## config.mk

```make
export PLATFORM = sky130hd
export DESIGN_NAME = stklim_unit
export DESIGN_NICKNAME = d
export VERILOG_FILES = /design/src/rtl/stklim_pkg.sv /design/src/rtl/stklim_cmp.sv /design/src/rtl/stklim_resp.sv /design/src/rtl/stklim_unit.sv
export SDC_FILE = /design/constraint.sdc
export NUM_CORES = 1
export LEC_CHECK = 0
export CAP_MARGIN = 20
export CORE_MARGIN = 3
export CORE_UTILIZATION = 60
export CTS_BUF_LIST = sky130_fd_sc_hd__clkbuf_8 sky130_fd_sc_hd__clkbuf_16
export CTS_CLUSTER_DIAMETER = 100
export DETAILED_ROUTE_END_ITERATION = 7
export DONT_BUFFER_PORTS = 1
export PLACE_DENSITY_LB_ADDON = 0.05
export SYNTH_ARGS = -nofsm -noshare
export SYNTH_HDL_FRONTEND = slang
export SYNTH_SLANG_ARGS = --single-unit
export TNS_END_PERCENT = 30
```

## constraint.sdc

```tcl
create_clock -name clk -period 3.1 [get_ports clk]
set_input_delay 0.465 -clock clk [delete_from_list [all_inputs] [get_ports clk]]
set_output_delay 0.465 -clock clk [all_outputs]
set_load 0.005 [all_outputs]
```

## src/rtl/stklim_pkg.sv

```systemverilog
`timescale 1ns/1ps
package stklim_pkg;
  localparam logic [3:0] MODE_STACK = 4'b1000;

  typedef enum logic [1:0] {
    PSEL_ANY  = 2'b00,
    PSEL_USER = 2'b01,
    PSEL_SUPV = 2'b10,
    PSEL_NONE = 2'b11
  } psel_e;

  function automatic logic priv_allows(input logic [1:0] psel, input logic sup);
    if (sup) return (psel == PSEL_ANY) || (psel == PSEL_SUPV);
    else     return (psel == PSEL_ANY) || (psel == PSEL_USER);
  endfunction
endpackage

```

## src/rtl/stklim_cmp.sv

```systemverilog
`timescale 1ns/1ps
module stklim_cmp
  import stklim_pkg::*;
#(
  parameter int AW = 32
) (
  input  logic          elig,
  input  logic          sup,
  input  logic          split,
  input  logic [3:0]    mode,
  input  logic [1:0]    priv,
  input  logic          dir,
  input  logic [AW-1:0] limit,
  input  logic [AW-1:0] addr0,
  input  logic [AW-1:0] addr1,
  output logic          hit
);
  logic armed, past0, past1;

  // dir 0: overflow (below bound); dir 1: underflow (above bound)
  always_comb begin
    armed = elig && (mode == MODE_STACK) && priv_allows(priv, sup);
    past0 = dir ? (addr0 > limit) : (addr0 < limit);
    past1 = split && (dir ? (addr1 > limit) : (addr1 < limit));
    hit   = armed && (past0 || past1);
  end
endmodule

```

## src/rtl/stklim_resp.sv

```systemverilog
`timescale 1ns/1ps
module stklim_resp #(
  parameter int NCMP = 2,
  parameter int AW   = 32
) (
  input  logic            clk,
  input  logic            rst,
  input  logic [NCMP-1:0] hit,
  input  logic [NCMP-1:0] hw_own,
  input  logic            sup,
  input  logic            other_abort,
  input  logic [AW-1:0]   pc,
  output logic            abort_req,
  output logic            mchk_req,
  output logic            dsi_req,
  output logic [AW-1:0]   exc_pc,
  output logic [NCMP-1:0] wpt_pulse,
  output logic [NCMP-1:0] dbg_flag_set,
  output logic            dbg_incomplete
);
  logic            sw_hit;
  logic [NCMP-1:0] hw_hits;

  always_comb begin
    sw_hit    = |(hit & ~hw_own);
    hw_hits   = sw_hit ? '0 : (hit & hw_own);
    abort_req = sw_hit;
  end

  always_ff @(posedge clk) begin
    if (rst) begin
      mchk_req       <= 1'b0;
      dsi_req        <= 1'b0;
      exc_pc         <= '0;
      wpt_pulse      <= '0;
      dbg_flag_set   <= '0;
      dbg_incomplete <= 1'b0;
    end else begin
      mchk_req       <= sw_hit && sup;
      dsi_req        <= sw_hit && !sup;
      if (sw_hit) exc_pc <= pc;
      wpt_pulse      <= hit;
      dbg_flag_set   <= hw_hits;
      dbg_incomplete <= (|hw_hits) && other_abort;
    end
  end
endmodule

```

## src/rtl/stklim_unit.sv

```systemverilog
`timescale 1ns/1ps
module stklim_unit #(
  parameter int NCMP = 2,
  parameter int AW   = 32
) (
  input  logic             clk,
  input  logic             rst,
  input  logic             acc_valid,
  input  logic [AW-1:0]    acc_addr0,
  input  logic [AW-1:0]    acc_addr1,
  input  logic             acc_split,
  input  logic [AW-1:0]    acc_pc,
  input  logic             acc_super,
  input  logic             acc_r1_base,
  input  logic             acc_r1_index,
  input  logic             acc_decorated,
  input  logic             acc_other_abort,
  input  logic [4*NCMP-1:0]  cfg_mode,
  input  logic [2*NCMP-1:0]  cfg_priv,
  input  logic [NCMP-1:0]    cfg_dir,
  input  logic [NCMP-1:0]    cfg_hw_own,
  input  logic [AW*NCMP-1:0] cfg_limit,
  output logic             abort_req,
  output logic             mchk_req,
  output logic             dsi_req,
  output logic [AW-1:0]    exc_pc,
  output logic [NCMP-1:0]  wpt_pulse,
  output logic [NCMP-1:0]  dbg_flag_set,
  output logic             dbg_incomplete
);
  logic            elig;
  logic [NCMP-1:0] hit;

  assign elig = acc_valid && (acc_r1_base || acc_r1_index) && !acc_decorated;

  for (genvar g = 0; g < NCMP; g++) begin : g_slot
    stklim_cmp #(.AW(AW)) u_cmp (
      .elig  (elig),
      .sup   (acc_super),
      .split (acc_split),
      .mode  (cfg_mode[4*g +: 4]),
      .priv  (cfg_priv[2*g +: 2]),
      .dir   (cfg_dir[g]),
      .limit (cfg_limit[AW*g +: AW]),
      .addr0 (acc_addr0),
      .addr1 (acc_addr1),
      .hit   (hit[g])
    );
  end

  stklim_resp #(.NCMP(NCMP), .AW(AW)) u_resp (
    .clk            (clk),
    .rst            (rst),
    .hit            (hit),
    .hw_own         (cfg_hw_own),
    .sup            (acc_super),
    .other_abort    (acc_other_abort),
    .pc             (acc_pc),
    .abort_req      (abort_req),
    .mchk_req       (mchk_req),
    .dsi_req        (dsi_req),
    .exc_pc         (exc_pc),
    .wpt_pulse      (wpt_pulse),
    .dbg_flag_set   (dbg_flag_set),
    .dbg_incomplete (dbg_incomplete)
  );
endmodule

```

======== Word-level counts from Yosys, hierarchy flattened ========
Cells that the tools add are included.
storage, ports and cells
  logic and storage cells ................. 56
  output and inout bits ................... 40
  register bits ........................... 39
  input bits .............................. 185
cells by class
  bitwise gates (word level) .............. 3
  equal/unequal tests ..................... 6
  muxes and demuxes ....................... 7
  order comparisons ....................... 8
  reductions and logical operators ........ 26
operators with widths
  kind                                                                    number
  32-bit greater-than comparator                                          4
  32-bit less-than comparator                                             4
  1-bit logical AND                                                       13
  4-bit equality test (second input constant)                             2
  1-bit logical OR                                                        7
  1-bit two-way mux                                                       6
  2-bit AND                                                               2
  2-bit by 1-bit equality test with 1-bit output (second input constant)  2
  2-bit equality test (second input constant)                             2
  2-bit logical NOT                                                       2
  2-bit OR reduction                                                      2
  1-bit logical NOT                                                       2
  2-bit two-way mux                                                       1
  2-bit inverter                                                          1

======== Logic depth before layout (Yosys ltp) ========
Gate-level depths: netlist (run 1).
  depth in word-level cells ............... 11
  gate-level depth with buffers ........... 13
  depth with buffers taken out ............ 11

======== Modules after synthesis ========
From an unflattened synthesis (run 1), not the netlist that was laid out.
second synthesis, totals
  cell total of the unflattened synthesis .. 579
  area total of the unflattened synthesis .. 4,754.6 um^2
modules (own cells, without submodules)
  module       seq. area each (um^2)  times used  area each (um^2)  cells an instance
  stklim_cmp   0.0                    2           1,560.2           206
  stklim_resp  780.7                  1           1,617.8           165
  stklim_unit  0.0                    1           16.3              2

======== Least setup slack after synthesis (run 1) ========
No wires, ideal clock.
  path kind ............................... input port to output port
  start ................................... input cfg_limit[46]
  end ..................................... output abort_req
  buffers on the path ..................... 2
  cell stages on the path ................. 13
  required time ........................... 2.635 ns
  arrival time ............................ 2.711 ns
  setup slack ............................. -0.076 ns
  cells stage by stage .................... inv_1 ha_1 a21oi_1 nand2_1 a221o_1 o311a_1 o211ai_1 o31ai_1 nor3_2 o22a_1 buf_6 buf_8 inv_2
on the way
  longest elaborated chain between the ends .. 7
  elaborated cells between the ends (all ways) .. 11
  those cells by class .................... order compare: 4; mux: 2; bitwise: 1; reduce/logical: 4
RTL lines
  what                                                                           line               text
  from (decl)                                                                    stklim_unit.sv:22  input logic [AW*NCMP-1:0] cfg_limit,
  32-bit less-than comparator or 32-bit greater-than comparator (tied branches)  stklim_cmp.sv:24   past1 = split && (dir ? (addr1 > limit) : (addr1 < limit));
  1-bit two-way mux                                                              stklim_cmp.sv:24
  1-bit logical AND                                                              stklim_cmp.sv:24
  1-bit logical OR (*)                                                           stklim_cmp.sv:25   hit = armed && (past0 || past1);
  1-bit logical AND (*)                                                          stklim_cmp.sv:25
  2-bit AND (*)                                                                  stklim_resp.sv:25  sw_hit = |(hit & ~hw_own);
  2-bit OR reduction (*)                                                         stklim_resp.sv:25
  to (decl)                                                                      stklim_unit.sv:23  output logic abort_req,
Every way passes the cells marked *; elsewhere a longest branch is shown, timed or not.

======== Worst setup path in the final report (run 1) ========
  start ................................... input cfg_limit[39]
  end ..................................... output abort_req
Same word-level chain as after synthesis.

==> out/metrics.cfg, run 1 <==
[timing]
fin_setup_tns_ns = 0
finalWorstSetupSlack_ns = 0.101
maxSlewViolCount = 0
timing.fmax_mhz = 333
fin_crit_sh = 0.967
max-slew-margin-rel = 0.618
hold_viol_final = 0
clock_skew_ns = 0
worstMarginPinSlew_ns = 0.572
min_period_ns = 3.00
setup_viol = 0

[die]
start_util = 0.636
coreArea_mm2 = 0.00749
die_h_um = 95.1
die-area_mm2 = 0.00904
io_pins = 225
rows = 31
die_w_um = 95.1

[critical_path]
worst_setup_path_start_kind = primary input
worstPathRequired_ns = 2.63
critPathCaptureType = output port
path_class = in -> out
slowest_delay_ns = 0.34
crit_slowest_cell = a221o_1
crit_chain = inv_1 > ha_1 > a21oi_2 > o21ai_1 > a221o_1 > o311a_1 > o211ai_1 > o31ai_2 > nor3_2 > o22a_2 > inv_2
arrival_ns = 2.53
critPathMaxFanout = 3

[yosys]
avgSynthCellArea_um2 = 8.25
synth_seq_cells = 39
synth_xor_area_frac = 0
synth_top_area_frac = 0.336
synth_top_family_by_area = adder cells
async_flop_share = 0
synth_fa_ha_area_frac = 0.336
synth-edff-count = 0
yosysMostFrequentCell = ha_1
syn-num-nets = 890
synth-main-ff-cell = dfxtp_1
synth-compound-area-share = 0.142
synth_common_cells = ha_1 (128), inv_1 (72), nand2b_1 (65), a21oi_1 (57)
syn-instance-count = 577
synth_area_mm2 = 0.00476
synth_cell_types = 48
yosys_warnings = 0
synth_mux_area_frac = 0.0736
synth.largest_area_cell = ha_1
yosys.area_share.simple = 0.209
seq_area_frac_synth = 0.164
synth_area_leaders = ha_1 (34%), dfxtp_1 (16%), nand2b_1 (8.5%), mux2i_1 (7.4%), a21oi_1 (6.0%)

[clock_tree]
clk_path_buf_depth = 2
cts_made_buffers = 5
cts_tree = built
cts_num_sinks = 39
htree_levels = 2
cts-root-buf = clkbuf_8
postCtsHoldBufs = 0
clk_latency_ns = 0.28
path_clk_slew_ns = 0.07

[placement]
gp_congestion = 0.879
place_ws_ns = -0.0441
hpwl_um = 11500
placed_area_mm2 = 0.00488
io_buffers = 0

[layout]
finalNetCount = 897
area_delta_synth_final_pct = 5.49
antennaDiodeCount = 0
post-route-cell-area_mm2 = 0.00502
drive_gt1_frac = 0.0548
post-route-util = 0.671

[grt]
gr-usage-all-layers = 0.269
grt_pass1_vias = 4199
overflow = 0
antenna_found_initial = 0
grt_pass1_wl_um = 19300
grt_max_degree = 71

[run]
drv_cap = 0

[hold_path]
hold_path_class = in -> reg

[drt]
wl_um = 12800
drc = 0
vias = 4178
drt-vias-per-instance = 6.12
avgRoutedWirePerCell_um = 18.7
first_pass_iters = 5
drt_first_iter_violations = 125
antenna_left = 0

[status]
status = complete, no violations

[pwr]
power_density_mw_per_mm2 = 249
ir_drop_mv = 0.241
fin_total_pwr_mw = 1.25
p_leak_nw = 2.69

## metal layers
metal  part of all wire  global-route usage
met5                  0                   0
met4              0.023              0.0661
met3              0.090              0.0773
met2               0.51               0.503
met1               0.38               0.297
## cell type report
cell class,instances,area [um2]
multi-input combinational,454,3680
fill,625,2460
sequential,39,781
inverter,73,274
tap,99,124
timing repair buffer,11,82.6
clock buffer,5,68.8
clock inverter,2,13.8
## through the flow
| stage | instances | hold slack [ns] |
|---|---|---|
| after global routing | 683 | 0.245 |
| after detailed placement | 673 | 0.487 |
| after CTS | 680 | 0.244 |
| final | 683 | 0.251 |
| after global placement | 673 | 0.482 |
| after floorplan | 577 | 0.468 |
## sequential cells by signal (all words and copies together) (netlist names)
name and count:
u_resp.dsi_req 1, u_resp.mchk_req 1, u_resp.exc_pc 32, u_resp.dbg_flag_set 2
u_resp.dbg_incomplete 1, u_resp.wpt_pulse 2
## worst max-delay path: cells and delay by family
family / cells / cell delay [ns]
compound gates: 7 / 1.45
simple gates: 1 / 0.22
fa+ha+maj: 1 / 0.30
buf+inv: 2 / 0.09
## final timing paths
| check | from | end | slack (ns) | cells past startpoint |
|---|---|---|---|---|
| setup / recovery | cfg_limit[39] | abort_req | 0.10 | 11 |
| hold / removal | acc_super | u_resp.dsi_req$_SDFF_PP0_ | 0.25 | 1 |
| setup reg to reg | u_resp.exc_pc[7]$_SDFFE_PP0N_ | u_resp.exc_pc[7]$_SDFFE_PP0N_ | 2.45 | 2 |
| hold reg to reg | u_resp.exc_pc[10]$_SDFFE_PP0N_ | u_resp.exc_pc[10]$_SDFFE_PP0N_ | 0.50 | 2 |
## power by group
part           internal (mW)  switching [mW]  leakage [nW]  total, mW
clock network          0.154           0.169        0.0440      0.323
registers              0.502         0.00121         0.314      0.503
logic                  0.192           0.232          2.33      0.423
## what timing repair did
action | in CTS | in global routing
endpoints found under the hold margin | 0 | 0
pin swaps | 0 | 11
setup buffers | 0 | 3
gates resized for setup | 1 | 7
setup endpoints to repair | 1 | 1
## placed cells by master (no fill, tap or decap), drive strengths merged, types with 2 or more instances in the layout
cell type	instances
nand2b	65
mux2i	35
inv	73
dfxtp	39
nor3b	2
and4b	2
o211ai	2
clkbuf	5
clkinv	2
nor2	15
or3	2
ha	128
nand3	12
nand4	21
a31oi	3
a21o	6
o221ai	3
and4	2
nor2b	2
buf	11
o211a	2
and3	2
a211oi	2
nand2	39
a21boi	2
a221oi	3
o21ai	19
nor4	5
o21a	3
nor3	7
a21oi	57
## cells by family (layout without fill, tap and decap cells)
family / after synthesis / in the layout
AOI/OAI and AO/OA: 112 / 112
adders and majority gates: 128 / 128
buffers and inverters: 84 / 91
DFF: 39 / 39
muxes: 35 / 35
and+or+nand+nor: 179 / 179
Power figures use the tool's default switching activity.
==> run 2: changes to the inputs <==
--- a/config.mk
+++ b/config.mk
@@ -7,8 +7,8 @@
 export LEC_CHECK = 0
 export CAP_MARGIN = 20
 export CORE_MARGIN = 3
-export CORE_UTILIZATION = 60
-export CTS_BUF_LIST = sky130_fd_sc_hd__clkbuf_8 sky130_fd_sc_hd__clkbuf_16
+export CORE_UTILIZATION = 61
+export CTS_BUF_LIST = sky130_fd_sc_hd__clkbuf_8
 export CTS_CLUSTER_DIAMETER = 100
 export DETAILED_ROUTE_END_ITERATION = 7
 export DONT_BUFFER_PORTS = 1
==> out/metrics.cfg, run 2 (same netlist as run 1, synthesis figures left out) <==
[drt]
antenna_left = 0  ; unchanged
drt_first_iter_violations = 113  ; -9.6%
first_pass_iters = 4  ; -1
avgRoutedWirePerCell_um = 18.2  ; -3.2%
wl_um = 12400  ; -3.3%
drt-vias-per-instance = 5.98  ; -2.3%
drc = 0  ; unchanged
vias = 4078  ; -2.4%

[critical_path]
reg2reg_depth = 2  ; unchanged
worstPathRequired_ns = 2.63  ; about the same
r2r_slack_ns = 2.44  ; about the same
arrival_ns = 2.49  ; -0.04 ns
critPathCaptureType = output port
critPathMaxFanout = 4  ; +1
worst_setup_path_start_kind = primary input
path_class = in -> out
timing.rr.start = u_resp.exc_pc[1]$_SDFFE_PP0N_
rr_endpoint = u_resp.exc_pc[1]$_SDFFE_PP0N_

[clock_tree]
cts_resized = 0  ; -1
clk_latency_ns = 0.29  ; about the same
cts-root-buf = clkbuf_8
htree_levels = 2  ; unchanged
post_cts_buffers = 0  ; unchanged
clk_path_buf_depth = 2  ; unchanged
postCtsHoldBufs = 0  ; unchanged
cts_num_sinks = 39  ; unchanged
cts_made_buffers = 5  ; unchanged
path_clk_slew_ns = 0.08  ; about the same
cts_tree = built

[timing]
rsz0062_at_grt = no
fin_setup_tns_ns = 0  ; unchanged
fin_crit_sh = 0.954  ; -0.0129
maxSlewViolCount = 0  ; unchanged
hold_viol_final = 0  ; unchanged
timing.fmax_mhz = 338  ; +1.3%
min_period_ns = 2.96  ; -0.0399 ns
clock_skew_ns = 0  ; unchanged
setup_viol = 0  ; unchanged
max-slew-margin-rel = 0.605  ; -0.0124
worstMarginPinSlew_ns = 0.591  ; +0.0186 ns

[placement]
placed_area_mm2 = 0.00489  ; +0.15%
io_buffers = 0  ; unchanged
gp_congestion = 0.857  ; -2.4%
hpwl_um = 11100  ; -3.6%
dpl.cell_count = 674  ; +0.15%

[grt]
overflow = 0  ; unchanged
grt_max_degree = 71  ; unchanged
gr-usage-all-layers = 0.270  ; about the same
grt_pass1_wl_um = 19000  ; -1.7%
antenna_found_initial = 0  ; unchanged
grt_pass1_vias = 4140  ; -1.4%

[pwr]
seqPwrFrac = 0.374  ; -0.029
p_switching_mw = 0.397  ; -1.3%
ir_drop_mv = 0.356  ; +48%
combinationalPowerShare = 0.306  ; -0.033
fin_total_pwr_mw = 1.35  ; +7.8%
p_leak_nw = 2.69  ; +0.22%
power_density_mw_per_mm2 = 268  ; +7.7%
p_int_mw = 0.951  ; +12%
clockPowerShare = 0.321  ; +0.063
swShare = 0.294  ; -0.0274

[layout]
top_register = u_resp.exc_pc
antennaDiodeCount = 0  ; unchanged
post-route-cell-area_mm2 = 0.00503  ; +0.15%
fill_cells = 622  ; -0.48%
final_cells = 682  ; -0.15%
top_regs = u_resp.exc_pc x32, u_resp.dbg_flag_set x2, u_resp.wpt_pulse x2
finalNetCount = 895  ; -0.22%
largest_reg_flops = 32  ; unchanged
layout_common_cells = ha_1 (127), inv_1 (72), nand2b_1 (65)
area_delta_synth_final_pct = 5.65
drive_gt1_frac = 0.0480  ; -0.00677
layout_commonest_cell = ha_1
post-route-util = 0.679  ; +0.00804

[die]
die_w_um = 94.3  ; -0.77%
io_pins = 225  ; unchanged
die-area_mm2 = 0.00890  ; -1.5%
start_util = 0.643  ; +0.00666
coreArea_mm2 = 0.00741  ; -1.0%
die_h_um = 94.3  ; -0.77%
rows = 31  ; unchanged

[hold_path]
hold_start = acc_super
min_to = u_resp.dsi_req$_SDFF_PP0_
holdPathStages = 1  ; unchanged
hold_path_class = in -> reg

[run]
drv_cap = 0  ; unchanged

[status]
status = complete, no violations

-- run 2: area by class of cell --
class | instances | area (um2) | share of cell area
Clock buffer | 6 | 82.6 | 0.0164
Clock inverter | 2 | 35.0 | 0.00697
Inverter | 73 | 274 | 0.0545
Multi-Input combinational cell | 454 | 3670 | 0.729
Sequential cell | 39 | 781 | 0.155
Tap cell | 99 | 124 | 0.0246
Timing Repair Buffer | 9 | 67.6 | 0.0134
-- run 2: power by group through the flow --
| stage | sequential, mW | clock [mW] | combinational [mW] |
|---|---|---|---|
| after floorplan | 0.515 | 0 | 0.320 |
| after global placement | 0.515 | 0 | 0.386 |
| after detailed placement | 0.515 | 0 | 0.406 |
| after CTS | 0.503 | 0.440 | 0.408 |
| after global routing | 0.503 | 0.457 | 0.480 |
| final | 0.503 | 0.432 | 0.412 |
-- run 2: worst max-delay path, stage by stage --
cell and delay (ns):
inv_1 0.03, ha_1 0.31, a21oi_1 0.17, o21a_1 0.16, o2bb2ai_1 0.07, a2111o_1 0.37, a21oi_1 0.18, mux2i_1 0.23
o2111ai_2 0.16, o22a_2 0.27, inv_2 0.08
-- run 2: per-stage QoR --
step | setup slack [ns] | hold slack (ns)
floorplan | 0.0125 | 0.468
global placement | 0.0483 | 0.482
detailed placement | -0.0973 | 0.488
CTS | 0.0325 | 0.235
global route | 0.00770 | 0.231
finish | 0.141 | 0.241
-- run 2: how the worst max path moves through the flow --
| stage | from | end | slack (ns) | cells past startpoint |
|---|---|---|---|---|
| 2_1_floorplan | cfg_limit[39] | abort_req | 0.01 | 13 |
| 3_3_place_gp | cfg_limit[25] | u_resp.exc_pc[1]$_SDFFE_PP0N_ | 0.05 | 11 |
| 3_5_place_dp | cfg_limit[27] | u_resp.exc_pc[17]$_SDFFE_PP0N_ | -0.1 | 11 |
| 4_1_cts | cfg_limit[27] | abort_req | 0.03 | 10 |
| 5_1_grt | cfg_limit[63] | abort_req | 0.008 | 12 |
| 6_report | cfg_limit[11] | abort_req | 0.14 | 11 |
-- run 2: per-layer routing --
| layer | part of all wire | track usage | vias to the layer above |
|---|---|---|---|
| met5 | 0 | 0 | - |
| met4 | 0.026 | 0.0866 | 0 |
| met3 | 0.098 | 0.0797 | 25 |
| met2 | 0.49 | 0.493 | 185 |
| met1 | 0.38 | 0.298 | 1799 |
| li1 | - | - | 2069 |
==> run 3: changes to the inputs <==
--- a/config.mk
+++ b/config.mk
@@ -6,13 +6,15 @@
 export NUM_CORES = 1
 export LEC_CHECK = 0
 export CAP_MARGIN = 20
+export CORE_ASPECT_RATIO = 1.4
 export CORE_MARGIN = 3
-export CORE_UTILIZATION = 61
+export CORE_UTILIZATION = 55
 export CTS_BUF_LIST = sky130_fd_sc_hd__clkbuf_8
 export CTS_CLUSTER_DIAMETER = 100
 export DETAILED_ROUTE_END_ITERATION = 7
 export DONT_BUFFER_PORTS = 1
 export PLACE_DENSITY_LB_ADDON = 0.05
+export SKIP_LAST_GASP = 1
 export SYNTH_ARGS = -nofsm -noshare
 export SYNTH_HDL_FRONTEND = slang
 export SYNTH_SLANG_ARGS = --single-unit
==> out/metrics.cfg, run 3 (same netlist as run 1, synthesis figures left out) <==
[drt]
drt-vias-per-instance = 6.03  ; +0.83%
first_pass_iters = 4  ; unchanged
vias = 4148  ; +1.7%
avgRoutedWirePerCell_um = 18.4  ; +1.6%
antenna_left = 0  ; unchanged
drc = 0  ; unchanged
drt_first_iter_violations = 157  ; +39%
wl_um = 12700  ; +2.5%

[clock_tree]
cts_num_sinks = 39  ; unchanged
cts_made_buffers = 5  ; unchanged
postCtsHoldBufs = 0  ; unchanged
path_clk_slew_ns = 0.07  ; about the same
cts_tree = built
clk_path_buf_depth = 2  ; unchanged
clk_latency_ns = 0.29  ; about the same
cts-root-buf = clkbuf_8
htree_levels = 2  ; unchanged

[critical_path]
arrival_ns = 2.58  ; +0.09 ns
worst_setup_path_start_kind = primary input
critPathCaptureType = output port
critPathTopFamily = compound AO/OA/AOI/OAI gates
crit_top_cell = a21o_1
slowest_delay_ns = 0.42  ; +0.05 ns
worstPathRequired_ns = 2.63  ; about the same
cp_num_buf_inv = 2  ; unchanged
crit_slowest_cell = a221oi_1
crit_chain = inv_1 > ha_1 > a21o_1 > a21o_1 > a221oi_1 > o221ai_1 > a21oi_1 > and3b_1 > nor3_2 > o22a_2 > inv_2
critPathMaxFanout = 3  ; -1
path_class = in -> out

[layout]
final_cells = 688  ; +0.88%
top_register = u_resp.exc_pc
layout_commonest_cell = ha_1
layout_common_cells = ha_1 (122), inv_1 (71), nand2b_1 (65)
area_delta_synth_final_pct = 8.73
antennaDiodeCount = 0  ; unchanged
top_regs = u_resp.exc_pc x32, u_resp.dbg_flag_set x2, u_resp.wpt_pulse x2
largest_reg_flops = 32  ; unchanged
post-route-cell-area_mm2 = 0.00518  ; +2.9%
finalNetCount = 898  ; +0.34%
drive_gt1_frac = 0.0734  ; +0.0254
fill_cells = 745  ; +20%

[pwr]
fin_total_pwr_mw = 1.37  ; +1.5%
power_density_mw_per_mm2 = 264  ; -1.4%
p_leak_nw = 2.73  ; +1.3%
ir_drop_mv = 0.393  ; +10%

[die]
coreArea_mm2 = 0.00830  ; +12%
die-area_mm2 = 0.00982  ; +10%
die_h_um = 116  ; +23%
io_pins = 225  ; unchanged
start_util = 0.574  ; -0.0687
die_w_um = 84.6  ; -10%
rows = 39  ; +26%

[grt]
grt_pass1_vias = 4167  ; +0.65%
gr-usage-all-layers = 0.246  ; -0.0231
grt_pass1_wl_um = 19500  ; +2.4%
antenna_found_initial = 0  ; unchanged
overflow = 0  ; unchanged
grt_max_degree = 71  ; unchanged

[status]
status = complete, no violations

[timing]
timing.fmax_mhz = 329  ; -2.7%
rsz0062_at_grt = yes
fin_crit_sh = 0.981  ; +0.0266
fin_hold_ws_ns = 0.243  ; +0.00199 ns
fin_setup_tns_ns = 0  ; unchanged
max-slew-margin-rel = 0.676  ; +0.0711
clock_skew_ns = 0  ; unchanged
maxSlewViolCount = 0  ; unchanged
worstMarginPinSlew_ns = 0.479  ; -0.112 ns
hold_viol_final = 0  ; unchanged
min_period_ns = 3.04  ; +0.0825 ns
setup_viol = 0  ; unchanged

[placement]
gp_congestion = 0.921  ; +7.5%
io_buffers = 0  ; unchanged
hpwl_um = 11100  ; +0.64%
dpl.cell_count = 677  ; +0.45%
placed_area_mm2 = 0.00491  ; +0.33%

[hold_path]
hold_path_class = in -> reg

[run]
drv_cap = 0  ; unchanged

==> run 3: metal layers <==
layer / up-vias / track usage / part of all wire
met2: 184 / 0.453 / 0.51
li1: 2078 / - / -
met4: 0 / 0.103 / 0.033
met3: 28 / 0.0640 / 0.089
met5: - / 0 / 0
met1: 1858 / 0.266 / 0.37
==> run 3: final timing paths <==
kind                             startpoint                        endpoint  slack (ns)  cells after the start
max                           cfg_limit[41]                       abort_req        0.06                     11
min                               acc_super       u_resp.dsi_req$_SDFF_PP0_        0.24                      1
max reg2reg  u_resp.exc_pc[29]$_SDFFE_PP0N_  u_resp.exc_pc[29]$_SDFFE_PP0N_        2.39                      2
min reg2reg  u_resp.exc_pc[27]$_SDFFE_PP0N_  u_resp.exc_pc[27]$_SDFFE_PP0N_        0.49                      2
==> run 3: worst reg2reg max path, stage by stage (launching register included) <==
cell	delay (ns)
dfxtp_1	0.39
nand2b_1	0.09
mux2i_1	0.16
==> run 3: report_power, final <==
part	internal (mW)	switching [mW]	leakage, nW
clock	0.260	0.174	0.0612
sequential	0.502	0.00123	0.314
combinational	0.198	0.232	2.35
total	0.961	0.407	2.73
==> run 3: final cells by class <==
class                   count  area (um2)  area share
repair buffers             12         103      0.0198
well taps                 102         128      0.0247
flip-flops and latches     39         781       0.151
multi-input cells         454        3770       0.728
clock inverters             2        35.0     0.00677
inverters                  73         278      0.0537
clock buffers               6        82.6      0.0160
==> run 3: stage by stage <==
stage	setup WS, ns	utilization
5_1_grt	-0.0939	0.624
4_1_cts	0.0153	0.607
3_5_place_dp	-0.0659	0.591
3_3_place_gp	0.000335	0.591
6_report	0.0587	0.624
2_1_floorplan	0.0125	-
==> run 3: repair_timing <==
action                                  CTS  global route
endpoints found under the setup margin    1             1
gates resized for setup                   2            17
buffers inserted                          0             3
cloned                                    0             0
pin swaps                                 1            14
